## config.mk

```make
export PLATFORM = sky130hd
export DESIGN_NAME = dram_addr_mux
export DESIGN_NICKNAME = d
export VERILOG_FILES = /design/src/rtl/dram_mux_pkg.sv /design/src/rtl/dram_addr_map.sv /design/src/rtl/dram_lane_dec.sv /design/src/rtl/dram_seq.sv /design/src/rtl/dram_addr_mux.sv
export SDC_FILE = /design/constraint.sdc
export NUM_CORES = 1
export LEC_CHECK = 0
export ABC_CLOCK_PERIOD_IN_PS = 2400
export BUFFER_PORTS_ARGS = -buffer_cell sky130_fd_sc_hd__buf_2
export CORE_ASPECT_RATIO = 2
export CORE_MARGIN = 5
export CORE_UTILIZATION = 44
export CTS_CLUSTER_DIAMETER = 40
export DETAILED_ROUTE_END_ITERATION = 16
export PLACE_DENSITY = 0.7
export SETUP_SLACK_MARGIN = 0.1
export SLEW_MARGIN = 40
export SYNTH_ARGS = -nofsm -noshare
export SYNTH_HDL_FRONTEND = slang
export SYNTH_SLANG_ARGS = --single-unit
export TNS_END_PERCENT = 1
```

## constraint.sdc

```tcl
create_clock -name clk_i -period 2.4 [get_ports clk_i]
set_input_delay 0.24 -clock clk_i [delete_from_list [all_inputs] [get_ports clk_i]]
set_output_delay 0.24 -clock clk_i [all_outputs]
set_load 0.005 [all_outputs]
```

## src/rtl/dram_mux_pkg.sv

```systemverilog
package dram_mux_pkg;
  localparam int ADDR_W  = 32;
  localparam int PIN_W   = 13;
  localparam int LANE_W  = 4;
  localparam int BANK_W  = 2;
  localparam int BANK_BIT = 28;
  localparam int COL_LIN = 8;   // contiguous low column pins
  localparam int ROW_LIN = 9;   // contiguous low row pins
  localparam int PAGE_LSB = 9;  // 16-bit page boundary bit

  typedef enum logic [1:0] {
    SZ_BYTE = 2'd0,
    SZ_HALF = 2'd1,
    SZ_WORD = 2'd2
  } acc_size_e;

  typedef enum logic [2:0] {
    ST_IDLE, ST_ROW, ST_RCD, ST_CAS, ST_CPRE, ST_PRE, ST_DONE
  } seq_state_e;
endpackage

```

## src/rtl/dram_addr_map.sv

```systemverilog
module dram_addr_map
  import dram_mux_pkg::*;
#(
  parameter int AW = ADDR_W,
  parameter int PW = PIN_W
) (
  input  logic [AW-1:0] addr_i,
  input  logic          wide_i,
  output logic [PW-1:0] row_o,
  output logic [PW-1:0] col_o
);
  logic [PW-1:0] row_n, row_w, col_n, col_w;

  for (genvar i = 0; i < PW; i++) begin : g_pin
    if (i < COL_LIN) begin : g_col_lin
      assign col_n[i] = addr_i[i+1];
      assign col_w[i] = addr_i[i+2];
    end else begin : g_col_ilv
      assign col_n[i] = addr_i[18+2*(i-COL_LIN)];
      assign col_w[i] = addr_i[19+2*(i-COL_LIN)];
    end
    if (i < ROW_LIN) begin : g_row_lin
      assign row_n[i] = addr_i[9+i];
      assign row_w[i] = addr_i[10+i];
    end else begin : g_row_ilv
      assign row_n[i] = addr_i[19+2*(i-ROW_LIN)];
      assign row_w[i] = addr_i[20+2*(i-ROW_LIN)];
    end
  end

  assign row_o = wide_i ? row_w : row_n;
  assign col_o = wide_i ? col_w : col_n;
endmodule

```

## src/rtl/dram_lane_dec.sv

```systemverilog
module dram_lane_dec
  import dram_mux_pkg::*;
#(
  parameter int LW = LANE_W
) (
  input  logic          wide_i,
  input  logic [1:0]    size_i,
  input  logic [1:0]    low_i,
  output logic [LW-1:0] lanes_o
);
  always_comb begin
    lanes_o = '0;
    if (wide_i) begin
      unique case (size_i)
        SZ_BYTE: lanes_o[low_i] = 1'b1;
        SZ_HALF: begin
          lanes_o[{low_i[1], 1'b0}] = 1'b1;
          lanes_o[{low_i[1], 1'b1}] = 1'b1;
        end
        default: lanes_o = '1;
      endcase
    end else begin
      if (size_i == SZ_BYTE) lanes_o[{1'b0, low_i[0]}] = 1'b1;
      else                   lanes_o[1:0] = 2'b11;
    end
  end
endmodule

```

## src/rtl/dram_seq.sv

```systemverilog
module dram_seq
  import dram_mux_pkg::*;
#(
  parameter int AW    = ADDR_W,
  parameter int CNT_W = 4,
  parameter int LEN_W = 3
) (
  input  logic             clk_i,
  input  logic             rst_ni,
  input  logic             wide_i,
  input  logic [CNT_W-1:0] trcd_i,
  input  logic [CNT_W-1:0] tcas_i,
  input  logic [CNT_W-1:0] trp_i,
  input  logic             req_i,
  input  logic [AW-1:0]    req_addr_i,
  input  logic [1:0]       req_size_i,
  input  logic [LEN_W-1:0] req_len_i,
  output seq_state_e       state_o,
  output logic [AW-1:0]    addr_o,
  output logic [1:0]       size_o
);
  localparam int TOP_LSB = BANK_BIT + 1;

  seq_state_e       state_q;
  logic [AW-1:0]    addr_q, addr_nx;
  logic [1:0]       size_q;
  logic [LEN_W-1:0] left_q;
  logic [CNT_W-1:0] cnt_q;
  logic             last_q;
  logic             in_range, page_cross;
  int unsigned      page_sh;

  function automatic logic [CNT_W-1:0] ld(input logic [CNT_W-1:0] v);
    return (v == '0) ? '0 : v - 1'b1;
  endfunction

  assign in_range   = (req_addr_i[AW-1:TOP_LSB] == '0);
  assign addr_nx    = addr_q + (wide_i ? AW'(4) : AW'(2));
  assign page_sh    = PAGE_LSB + 32'(wide_i);
  assign page_cross = (addr_nx >> page_sh) != (addr_q >> page_sh);

  always_ff @(posedge clk_i or negedge rst_ni) begin
    if (!rst_ni) begin
      state_q <= ST_IDLE;
      addr_q  <= '0;
      size_q  <= '0;
      left_q  <= '0;
      cnt_q   <= '0;
      last_q  <= 1'b0;
    end else begin
      unique case (state_q)
        ST_IDLE: if (req_i && in_range) begin
          addr_q  <= req_addr_i;
          size_q  <= req_size_i;
          left_q  <= req_len_i;
          last_q  <= 1'b0;
          state_q <= ST_ROW;
        end
        ST_ROW: begin
          cnt_q   <= ld(trcd_i);
          state_q <= ST_RCD;
        end
        ST_RCD: begin
          if (cnt_q == '0) begin
            cnt_q   <= ld(tcas_i);
            state_q <= ST_CAS;
          end else cnt_q <= cnt_q - 1'b1;
        end
        ST_CAS: begin
          if (cnt_q != '0) cnt_q <= cnt_q - 1'b1;
          else if (left_q == '0) begin
            last_q  <= 1'b1;
            cnt_q   <= ld(trp_i);
            state_q <= ST_PRE;
          end else begin
            addr_q <= addr_nx;
            left_q <= left_q - 1'b1;
            if (page_cross) begin
              cnt_q   <= ld(trp_i);
              state_q <= ST_PRE;
            end else state_q <= ST_CPRE;
          end
        end
        ST_CPRE: begin
          cnt_q   <= ld(tcas_i);
          state_q <= ST_CAS;
        end
        ST_PRE: begin
          if (cnt_q != '0) cnt_q <= cnt_q - 1'b1;
          else state_q <= last_q ? ST_DONE : ST_ROW;
        end
        default: state_q <= ST_IDLE;
      endcase
    end
  end

  assign state_o = state_q;
  assign addr_o  = addr_q;
  assign size_o  = size_q;
endmodule

```

## src/rtl/dram_addr_mux.sv

```systemverilog
module dram_addr_mux
  import dram_mux_pkg::*;
#(
  parameter int CNT_W = 4,
  parameter int LEN_W = 3
) (
  input  logic               clk_i,
  input  logic               rst_ni,
  input  logic               cfg_wide_i,
  input  logic [CNT_W-1:0]   cfg_trcd_i,
  input  logic [CNT_W-1:0]   cfg_tcas_i,
  input  logic [CNT_W-1:0]   cfg_trp_i,
  input  logic               req_i,
  input  logic [ADDR_W-1:0]  req_addr_i,
  input  logic [1:0]         req_size_i,
  input  logic [LEN_W-1:0]   req_len_i,
  output logic               ack_o,
  output logic [BANK_W-1:0]  ras_n_o,
  output logic [LANE_W-1:0]  cas_n_o,
  output logic [PIN_W-1:0]   dram_a_o
);
  seq_state_e        state;
  logic [ADDR_W-1:0] cur_addr;
  logic [1:0]        cur_size;
  logic [PIN_W-1:0]  row_a, col_a;
  logic [LANE_W-1:0] lanes;
  logic              row_open, col_phase;

  dram_seq #(.AW(ADDR_W), .CNT_W(CNT_W), .LEN_W(LEN_W)) seq_i (
    .clk_i, .rst_ni,
    .wide_i     (cfg_wide_i),
    .trcd_i     (cfg_trcd_i),
    .tcas_i     (cfg_tcas_i),
    .trp_i      (cfg_trp_i),
    .req_i, .req_addr_i, .req_size_i, .req_len_i,
    .state_o    (state),
    .addr_o     (cur_addr),
    .size_o     (cur_size)
  );

  dram_addr_map #(.AW(ADDR_W), .PW(PIN_W)) map_i (
    .addr_i (cur_addr),
    .wide_i (cfg_wide_i),
    .row_o  (row_a),
    .col_o  (col_a)
  );

  dram_lane_dec #(.LW(LANE_W)) lane_i (
    .wide_i  (cfg_wide_i),
    .size_i  (cur_size),
    .low_i   (cur_addr[1:0]),
    .lanes_o (lanes)
  );

  assign row_open  = (state == ST_RCD) || (state == ST_CAS) || (state == ST_CPRE);
  assign col_phase = (state == ST_CAS) || (state == ST_CPRE);

  always_comb begin
    ras_n_o = '1;
    if (row_open) ras_n_o[cur_addr[BANK_BIT]] = 1'b0;
  end

  assign cas_n_o  = (state == ST_CAS) ? ~lanes : '1;
  assign dram_a_o = col_phase ? col_a : row_a;
  assign ack_o    = (state == ST_DONE);
endmodule

```

; Yosys cells after proc, flatten, opt, wreduce, memory -nomap -nowiden
; Cells that the tools add are included.
[totals]
register_bits = 45
in_bits = 53
wordCells = 117
output_inout_bits = 20
[classes]
reduce_logical = 25
n_addsub = 7
bitwise = 3
magnitude_cmp = 10
n_eq_ne = 16
n_mux = 48
shift = 2
[op_table]
columns = cell, n
row1 = 2-to-1 mux 32 bit, 3
row2 = case mux 32 bit (2 select lines), 1
row3 = right shift 32 x 32 -> 32 bit, 2
row4 = 2-to-1 mux 4 bit, 10
row5 = 2-to-1 mux 13 bit, 3
row6 = adder 32 bit, 1
row7 = != test 32 bit, 1
row8 = 2-to-1 mux 3 bit, 10
row9 = case mux 4 bit (5 select lines), 1
row10 = case mux 3 bit (6 select lines), 1
row11 = zero test 4 bit, 4
row12 = subtractor 4 x 1 -> 4 bit (second input constant), 4
row13 = AND reduction 4 bit, 3
row14 = equality test 3 bit (second input constant), 3
row15 = zero test 3 bit, 3
row16 = < comparator 2 x 3 -> 1 bit (second input constant), 3
row17 = 2-to-1 mux 1 bit, 9
row18 = != test 2 x 1 -> 1 bit (second input constant), 4
row19 = case mux 4 bit (2 select lines), 1
row20 = equality test 3 x 2 -> 1 bit (second input constant), 2
row21 = >= comparator 2 x 1 -> 1 bit (second input constant), 3
row22 = logical AND 1 bit, 6
row23 = != test 2 bit (second input constant), 3
row24 = case mux 3 bit (2 select lines), 1
row25 = other kinds (22), 29

; Logic depth before layout (Yosys ltp)
; Gate-level depths: netlist of run 1.
[logic_depth]
word_depth = 9
ltp_mapped = 10
mapped_depth_nobuf = 9

; By module
; A second synthesis of run 1 with hierarchy kept.
[unflattened]
hier_cells = 531
hier_area_um2 = 4398.0
[modules_own_cells]
columns = module, area_each_um2, cells_each, seq_area_each_um2, n_inst
row1 = dram_seq, 3429.5, 419, 1126.1, 1
row2 = dram_addr_mux, 494.2, 73, 0.0, 1
row3 = dram_addr_map, 419.2, 29, 0.0, 1
row4 = dram_lane_dec, 55.1, 10, 0.0, 1

; Worst setup path before layout of run 1
; Ideal clock, no wire load.
[synth_path]
path_kind = input to register
start = input port cfg_wide_i
end = register seq_i.addr_q[21] (netlist: seq_i.addr_o[21])
n_path_buf = 1
setup_slack_ps = -123
setup_ps = 134
cell_stages = 10
arrival_ps = 2390
required_time_ps = 2266
path_cell_list = clkbuf_1 > inv_2 > ha_1 > inv_1 > fa_1 > nand2b_1 > nor3_1 > nand3_1 > o22ai_1 > a2bb2oi_1
[synth_between]
elab_chain_len = 5
[synth_lines]
columns = item, line
row1 = from (decl), dram_addr_mux.sv:9  ; input logic cfg_wide_i,
row2 = 2-to-1 mux 3 bit, dram_seq.sv:38  ; assign addr_nx = addr_q + (wide_i ? AW'(4) : AW'(2));
row3 = adder 32 bit, dram_seq.sv:38
row4 = 2-to-1 mux 32 bit, dram_seq.sv:71  ; else if (left_q == '0) begin
row5 = 2-to-1 mux 32 bit, dram_seq.sv:70  ; if (cnt_q != '0) cnt_q <= cnt_q - 1'b1;
row6 = case mux 32 bit (2 select lines), dram_seq.sv:51  ; unique case (state_q)
row7 = to (signal assigned), dram_seq.sv:53  ; addr_q <= req_addr_i;
row8 = to (signal assigned), dram_seq.sv:76  ; addr_q <= addr_nx;
row9 = to (decl), dram_seq.sv:25  ; logic [AW-1:0] addr_q, addr_nx;
; Every way passes these cells. The select of a mux whose other input is x is not followed.
; A chain may end at the register's enable or synchronous reset.

; Final worst setup path of run 1
[layout_path]
start = register seq_i.state_q[1] (netlist: seq_i.state_o[1])
end = output port dram_a_o[0]
[layout_between]
elab_chain_len = 3
word_cells_on_any_way = 4
cone_classes = 2 x eq/ne / 1 x mux / 1 x reduce/logical
[layout_lines]
columns = item, line
row1 = from (decl), dram_seq.sv:24  ; seq_state_e state_q;
row2 = from (signal assigned), dram_seq.sv:90  ; else state_q <= last_q ? ST_DONE : ST_ROW;
row3 = equality test 3 x 2 -> 1 bit or equality test 3 bit (tied branches), dram_addr_mux.sv:56  ; assign col_phase = (state == ST_CAS) || (state == ST_CPRE);
row4 = logical OR 1 bit (*), dram_addr_mux.sv:56
row5 = 2-to-1 mux 13 bit (*), dram_addr_mux.sv:64  ; assign dram_a_o = col_phase ? col_a : row_a;
row6 = to (decl), dram_addr_mux.sv:20  ; output logic [PIN_W-1:0] dram_a_o
; Mark *: on every way between the ends. The rest lies on a longest branch, timed or not.

==> results.txt, run 1 <==
The flow ran to the end, but the final reports show violations. The checks that failed: negative hold slack. The fraction of registers with async set or reset after synthesis came out at 1.00.

The synthesized instance count is 426. The row count is 46. Setup repair after global routing could not meet its margin everywhere. The final worst-path cycle share is 0.932.

After detailed routing, the number of vias per cell comes to 6.06. The setup fix buffers added after clock tree synthesis is 0. At the worst endpoint, the arrival time is 2000 ps.

Across all register-to-register paths, the minimum setup slack is 190 ps. The number of buffers added by the clock tree synthesis step is 5. The final weighted congestion of routability-driven global placement is 0.916. The most used flip-flop cell after synthesis is sky130_fd_sc_hd__dfrtp_1. The number of detailed-routing iterations run before antenna repair is 4. The number of distinct library cells after synthesis is 71. No sink is reached through more buffers than the 2 on the longest clock path. The synthesized netlist occupies a cell area of ~3500 µm². CTS placed an instance of sky130_fd_sc_hd__clkbuf_16 at the clock tree root. The worst-case setup margin in the final layout came out at 163 ps. At the worst endpoint, the required time is between 2000 and 2500 ps. Overall power consumption after layout is estimated at 5070 µW.

The number of antenna violations at the first check in global routing is 0. The total global-route track usage is 0.225. The path type of the worst setup path is reg -> out.

STA classifies the critical path endpoint as a primary output. The number of nets in the layout came out at ~570. Final hold analysis gives a worst-case slack of -9.60 ps.

After legalization and detailed placement, the total HPWL measured about 8.1 mm. The net count of the mapped netlist came out at 490. The mean instance size in the synthesized netlist came out at 8.22 µm². In the routed design, unresolved DRC markers number 0. The total vias in the final route is 3,623. The final setup TNS is 0 ps. The clock transition at the register clock pins on the worst setup and hold paths after CTS is 60 ps.

The achievable clock frequency is 447 MHz. The repair_antennas step left the layout with diodes totalling 0. The number of hold-slack violations in the final timing report came out at 24.

For this configuration, the core starts out at a cell density of 0.444. The number of max-slew violations in the final report is 0. Of all nets on the critical path, the largest fanout is 13. The count of H-tree levels built during CTS came out at 2. The worst pin sits at a relative slew slack of 0.543. The proportion of layout cells with a drive suffix above 1 is 0.279. Traced cell by cell, the critical path runs through and3b_2, nor2_2, buf_4, nor2b_1, a211oi_1, a21oi_1, buf_2. The largest single stage delay on the critical path is 490 ps. The routed design could run at a clock period as short as approximately 2200 ps. The sum of routed wire length over all layers is 10.6 mm. The min-delay analysis places its worst path in the category in -> async. The antenna violation net count after detailed routing is 0. Power spread over the standard cell area amounts to 1190 nW/µm². The Yosys step of the flow raised 0 warnings. The remaining global-route overflow is 0. The average wire per standard cell came out at 17.7 µm.

The placeable core region is ~7900 µm². The analysis attributes to cell leakage a power of 0.00185 µW. The area overhead of the layout relative to synthesis came out at 21.8%.

The count of flip-flops with a built-in enable after synthesis came out at 0. In this run, the number of DRC markers left after iteration 0 of detailed routing was 369. The number of buffers added on ports is 72. The worst register-to-register path has a depth of 8. The global-route wire length before repair came out at ~18 mm. The die outline height is 136 µm. The slowest library cell on the worst path is sky130_fd_sc_hd__dfrtp_2.

The total of max-cap violations is 0. The floorplan die area is 9950 µm². The worst setup path is launched from a flip-flop. TritonCTS built the clock tree. Across the VDD grid, the largest voltage drop is approximately 0.49 mV. The clock reaches the later pin of the worst-skew pair after 290 ps.

The measured slew at the worst slew-check pin is 686 ps. The flip-flop and latch count after synthesis is 42. The pre-CTS setup slack came out at 147 ps. The die extent in x came out at 73.1 µm.

The count of boundary I/O pins is 73. The number of global-route vias before repair was 3,865. The largest net degree at the start of global routing is 49. The sink count of the clock tree is 42. The share of the Yosys chip area taken by registers is 0.300. Across the routed clock network, the largest skew measured is 6.71 ps.

Setup violations remaining at the end of the flow were counted as 0.
## critical path: cells and delay by family, from the launching register on
kind | cells | cell delay [ps]
simple gates | 3 | 470
buf+inv | 2 | 400
compound gates | 2 | 340
flops | 1 | 490
## state kept, by name, indices dropped and copies added (netlist names)
name,count
seq_i.addr_o,29
seq_i.cnt_q,4
seq_i.last_q,1
seq_i.left_q,3
seq_i.size_o,2
seq_i.state_o,3
## cell usage after synthesis (8+ instances only)
cell	count	area, µm²
sky130_fd_sc_hd__a211oi_1	10	75.1
sky130_fd_sc_hd__a21oi_1	49	245
sky130_fd_sc_hd__a2bb2oi_1	8	70.1
sky130_fd_sc_hd__buf_2	12	60.1
sky130_fd_sc_hd__clkbuf_1	13	48.8
sky130_fd_sc_hd__dfrtp_1	42	1050
sky130_fd_sc_hd__ha_1	10	125
sky130_fd_sc_hd__inv_1	14	52.6
sky130_fd_sc_hd__mux2i_1	19	190
sky130_fd_sc_hd__nand2_1	33	124
sky130_fd_sc_hd__nand2b_1	8	50.1
sky130_fd_sc_hd__nand3_1	18	90.1
sky130_fd_sc_hd__nor2_1	32	120
sky130_fd_sc_hd__nor2b_1	9	56.3
sky130_fd_sc_hd__nor3_1	10	50.1
sky130_fd_sc_hd__o21ai_0	23	115
sky130_fd_sc_hd__o22ai_1	10	62.6
## layout by cell type, fill, tap and decap left out, types with 3 or more instances in the layout
cell type                   synthesis  routed
sky130_fd_sc_hd__a211oi_1          10      10
sky130_fd_sc_hd__a21oi_1           49      49
sky130_fd_sc_hd__a22o_1             3       3
sky130_fd_sc_hd__a2bb2oi_1          8       8
sky130_fd_sc_hd__a31oi_1            5       5
sky130_fd_sc_hd__buf_2             12      72
sky130_fd_sc_hd__buf_4              2      22
sky130_fd_sc_hd__clkbuf_16          0       5
sky130_fd_sc_hd__clkbuf_8           0       3
sky130_fd_sc_hd__dfrtp_1           42      40
sky130_fd_sc_hd__ha_1              10      10
sky130_fd_sc_hd__inv_1             14      14
sky130_fd_sc_hd__mux2_2             6       6
sky130_fd_sc_hd__mux2i_1           19      19
sky130_fd_sc_hd__nand2_1           33      33
sky130_fd_sc_hd__nand2b_1           8       7
sky130_fd_sc_hd__nand3_1           18      18
sky130_fd_sc_hd__nand4_1            4       4
sky130_fd_sc_hd__nor2_1            32      31
sky130_fd_sc_hd__nor2b_1            9       9
sky130_fd_sc_hd__nor3_1            10       9
sky130_fd_sc_hd__nor3b_1            4       3
sky130_fd_sc_hd__nor4_1             3       3
sky130_fd_sc_hd__o211ai_1           6       6
sky130_fd_sc_hd__o21a_1             4       4
sky130_fd_sc_hd__o21ai_0           23      23
sky130_fd_sc_hd__o22a_1             4       4
sky130_fd_sc_hd__o22ai_1           10      10
sky130_fd_sc_hd__or2_2              3       3
sky130_fd_sc_hd__or3_1              4       4
sky130_fd_sc_hd__or4_1              4       3
sky130_fd_sc_hd__xnor2_1            3       3
## what timing repair did
action | in CTS | in global routing
resized for setup | 0 | 6
hold buffers | 0 | 0
endpoints found under the setup margin | 0 | 21
## path summary, 6_finish.rpt
check | startpoint | to
max in group asynchronous | rst_ni | seq_i.addr_o[26]
min reg2reg | seq_i.addr_o[0] | seq_i.addr_o[0]
max reg2reg | seq_i.addr_o[1] | seq_i.cnt_q[1]
min in group clk_i | req_size_i[0] | seq_i.size_o[0]
min | rst_ni | seq_i.size_o[0]
max | seq_i.state_o[1] | dram_a_o[0]
## layer usage
layer,wire [µm],vias up,share of wire,GRT usage
met3,446,33,0.042,0.0326
li1,-,1744,-,-
met5,0,-,0,0
met1,3700,1739,0.35,0.224
met4,496,0,0.047,0.116
met2,5970,107,0.56,0.429
## final cells by class
class / count / area [µm²]
Fill cell: 737 / 3620
Inverter: 15 / 58.8
Sequential cell: 42 / 1050
Multi-Input combinational cell: 341 / 2310
Timing Repair Buffer: 96 / 557
Clock buffer: 8 / 166
Tap cell: 96 / 120
## power by group
part / switching [µW] / leakage [µW] / internal (µW) / total (µW)
sequential: 508 / 0.000489 / 1040 / 1540
combinational: 1500 / 0.00128 / 1260 / 2760
clock: 294 / 0.0000832 / 472 / 766
total: 2300 / 0.00185 / 2770 / 5070
## through the flow
step	hold slack, ps	cell area [µm²]	std cells	util
after global placement	307	4070	590	0.517
final	-9.60	4270	598	0.541
after detailed placement	318	4070	590	0.517
after floorplan	-55.6	3520	426	-
after CTS	9.90	4240	598	0.538
after global routing	38.2	4270	598	0.541
## cells by family (layout without fill, tap and decap cells)
kind of cell | after synthesis | count (layout) | synth area share
AND/OR/NAND/NOR | 155 | 155 | 0.252
AO/OA/AOI/OAI | 145 | 145 | 0.268
buffers and inverters | 43 | 119 | 0.0525
XOR/XNOR | 5 | 5 | 0.0125
flip-flops | 42 | 42 | 0.300
adder cells (fa/ha/maj) | 11 | 11 | 0.0414
multiplexers | 25 | 25 | 0.0736
Power figures use the tool's default switching activity.
==> inputs of run 2 (changes only) <==
ABC_CLOCK_PERIOD_IN_PS = 1900   (was 2400)
clock period = 1.9 ns   (was 2.4 ns; I/O delays follow)
==> run 2 against run 1 <==
- the run ends with negative setup slack left
- design area rose by 15%
- sequential power rose by 18%
- cell count rose by 8.9%
- setup slack got worse by 400 ps
- count of clock-buffer cells in the layout fell by 1
- critical path type is now reg -> reg
- critical endpoint is now seq_i.cnt_q[0]
- largest cell class unchanged
==> results.txt, run 2 (synthesis gave the netlist of run 1 again) <==
The run finished, with violations left. The final reports fail on negative setup slack. The die outline height is 136 µm (unchanged). The path type of the worst setup path is reg -> reg. The min-delay analysis places its worst path in the category in -> reg. The number of global-route vias before repair came out at 3,983 (+3.1%). The largest net degree at the start of global routing came out at 58 (+18%). The diode insertion count for antenna repair came to 0 (unchanged). The total global-route track usage came to 0.234 (+0.00863).

TritonCTS built the clock tree. The critical path data required time was 2070 ps (-90 ps). The number of flip-flops in the largest register is 29 (unchanged). The average wire per standard cell came out at 17.9 µm (+0.99%). The number of antenna violations at the first check in global routing was 0 (unchanged).

The DRC violation count after routing is 0 (unchanged). The minimum period implied by the final worst setup slack is 2130 ps. The remaining global-route overflow was 0 (unchanged). The global-route wire length before repair is 18.2 mm (+2.1%). The reported leakage power was 0.00216 µW (+17%). The worst-case setup margin in the final layout came out at -233 ps (-396 ps). The row count is 46 (unchanged). The cell area power density was 1510 nW/µm² (+27%). The proportion of layout cells with a drive suffix above 1 came to 0.393 (+0.114). The maximum vdd ir drop came to 0.770 mV (+59%). The kind of end point of the critical path is a flip-flop. Leaving out fill and tap cells, the most frequent cells in the layout are sky130_fd_sc_hd__buf_2 (72), sky130_fd_sc_hd__buf_4 (68), sky130_fd_sc_hd__a21oi_1 (44).

The placeable core region came out at 7890 µm² (unchanged). The clock latency on the worst-skew pair was 290 ps (about the same). The number of buffers added by the clock tree synthesis step is 5 (unchanged).

The number of buffers added on ports came out at 72 (unchanged). The total placed instance area came out at 4480 µm² (+9.9%). The total vias in the final route is 3,945 (+8.9%).

The count of boundary I/O pins came out at 73 (unchanged). The die extent in x came to 73.1 µm (unchanged). The number of buffers between clock root and the deepest sink came out at 2 (unchanged). The final weighted congestion of routability-driven global placement is 0.899 (-1.8%). The sink count of the clock tree came out at 42 (unchanged).

The sum of routed wire length over all layers is 11.7 mm (+9.9%). The hold slack came out at 134 ps (+143 ps). The number of fill cells in the layout came out at 660 (-10%). The clock skew is 8.23 ps (+1.52 ps). The final setup violation count is 33 (+33).

Setup repair after global routing could not meet its margin everywhere. STA classifies the critical path startpoint as a flip-flop. The number of detailed-routing iterations run before antenna repair came out at 5 (+1).

The cell family with the largest share of critical-path delay is adder cells. The final worst-path cycle share came out at 1.12. Timing would allow up to 469 MHz. The slowest stage of the critical path is the sky130_fd_sc_hd__fa_2 cell.

From synthesis to final layout, the design area changed by 40.3%. The largest fanout on the critical path came to 4 (-9). The root buffer cell chosen for the clock tree is sky130_fd_sc_hd__clkbuf_16. The signal on the critical path passes through ha_2, inv_2, fa_2, nand2b_4, a21oi_2, o211ai_1, a21boi_2, mux2_4. The number of nets in the layout is 619 (+9.6%). The floorplan die area is 9950 µm² (unchanged).

The detailed router's first-iteration violation count came to 346 (-6.2%). The initial core utilization is 0.444 (unchanged). The total of max-cap violations is 0 (unchanged). The post-DP HPWL came out at 8.61 mm (+6.0%). The count of H-tree levels built during CTS came out at 2 (unchanged). The number of buffers and inverters on the critical path came out at 1 (-1).

The number of max-slew violations in the final report is 0 (unchanged). Leaving out fill and tap cells, the most frequent cell in the layout is sky130_fd_sc_hd__buf_2. The number of hold-slack violations in the final timing report was 0 (-100%). The largest stage delay on the critical path came out at 390 ps (-100 ps).

The clock transition at the register clock pins on the worst setup and hold paths after CTS is 60 ps (about the same). The measured slew at the worst slew-check pin is 665 ps (-21.2 ps). The worst slew margin relative to its limit is 0.551 (+0.00850). The total non-filler cell area in the finished layout was 4910 µm² (+15%). The data arrival time of the critical path came to 2300 ps (+300 ps). The post-detailed-route via-to-cell ratio is 6.06 (about the same). The antenna violation net count after detailed routing was 0 (unchanged).
-- run 2: per-stage QoR --
step                      setup TNS, ps  total power (µW)  utilization  instances  setup WS, ps
final                             -3690              7440        0.623        651          -233
after global placement            -3480              5860        0.568        637          -234
after detailed placement          -4930              5990        0.568        637          -269
after floorplan                   -1580              4310            -        426          -167
after global routing              -6940              7920        0.623        651          -325
after CTS                         -3380              7200        0.608        649          -231
-- run 2: path summary, 6_finish.rpt --
kind | depth (start not counted) | slack [ps] | to | from
setup / recovery | 8 | -230 | seq_i.cnt_q[0] | seq_i.addr_o[1]
hold / removal | 2 | 130 | seq_i.size_o[1] | req_size_i[1]
setup reg to reg | 8 | -230 | seq_i.cnt_q[0] | seq_i.addr_o[1]
hold reg to reg | 1 | 530 | seq_i.size_o[0] | seq_i.size_o[0]
max in group asynchronous | 3 | 840 | seq_i.state_o[2] | rst_ni
min in group asynchronous | 2 | 420 | seq_i.addr_o[1] | rst_ni
-- run 2: metal layers --
layer / global-route usage / vias to the layer above / share of wire / wire length [µm]
met5: 0 / - / 0 / 0
met4: 0.134 / 0 / 0.040 / 466
met3: 0.0311 / 41 / 0.051 / 595
met2: 0.445 / 173 / 0.57 / 6700
met1: 0.229 / 1884 / 0.33 / 3900
li1: - / 1847 / - / -
-- run 2: worst register-to-register path: cells and delay by family, from the launching register on --
| kind | cells | cell delay, ps |
|---|---|---|
| adder cells (fa/ha/maj) | 2 | 580 |
| flip-flops | 1 | 360 |
| buffers and inverters | 1 | 40 |
| AO/OA/AOI/OAI | 3 | 520 |
| AND/OR/NAND/NOR | 1 | 180 |
| multiplexers | 1 | 330 |
-- run 2: layout make-up --
| type | instances | area (µm²) | share of cell area |
|---|---|---|---|
| clock buffer | 7 | 133 | 0.0270 |
| inverter | 15 | 63.8 | 0.0130 |
| multi-input combinational | 341 | 2500 | 0.509 |
| sequential | 42 | 1050 | 0.214 |
| tap | 96 | 120 | 0.0245 |
| timing repair buffer | 150 | 1040 | 0.212 |
-- run 2: timing repair --
action                                  in CTS  in global routing
endpoints found under the setup margin      49                 53
gates cloned                                 1                  0
hold endpoints to repair                    20                  0
gates resized for setup                     32                 25
buffers inserted                             3                  2
hold buffers                                 1                  0
pin swaps                                   11                  5
-- run 2: power breakdown --
| group | switching, µW | internal, µW | total, µW | leakage (µW) |
|---|---|---|---|---|
| Clock | 350 | 481 | 832 | 0.0000640 |
| Sequential | 506 | 1310 | 1820 | 0.000489 |
| Combinational | 2430 | 2360 | 4790 | 0.00161 |
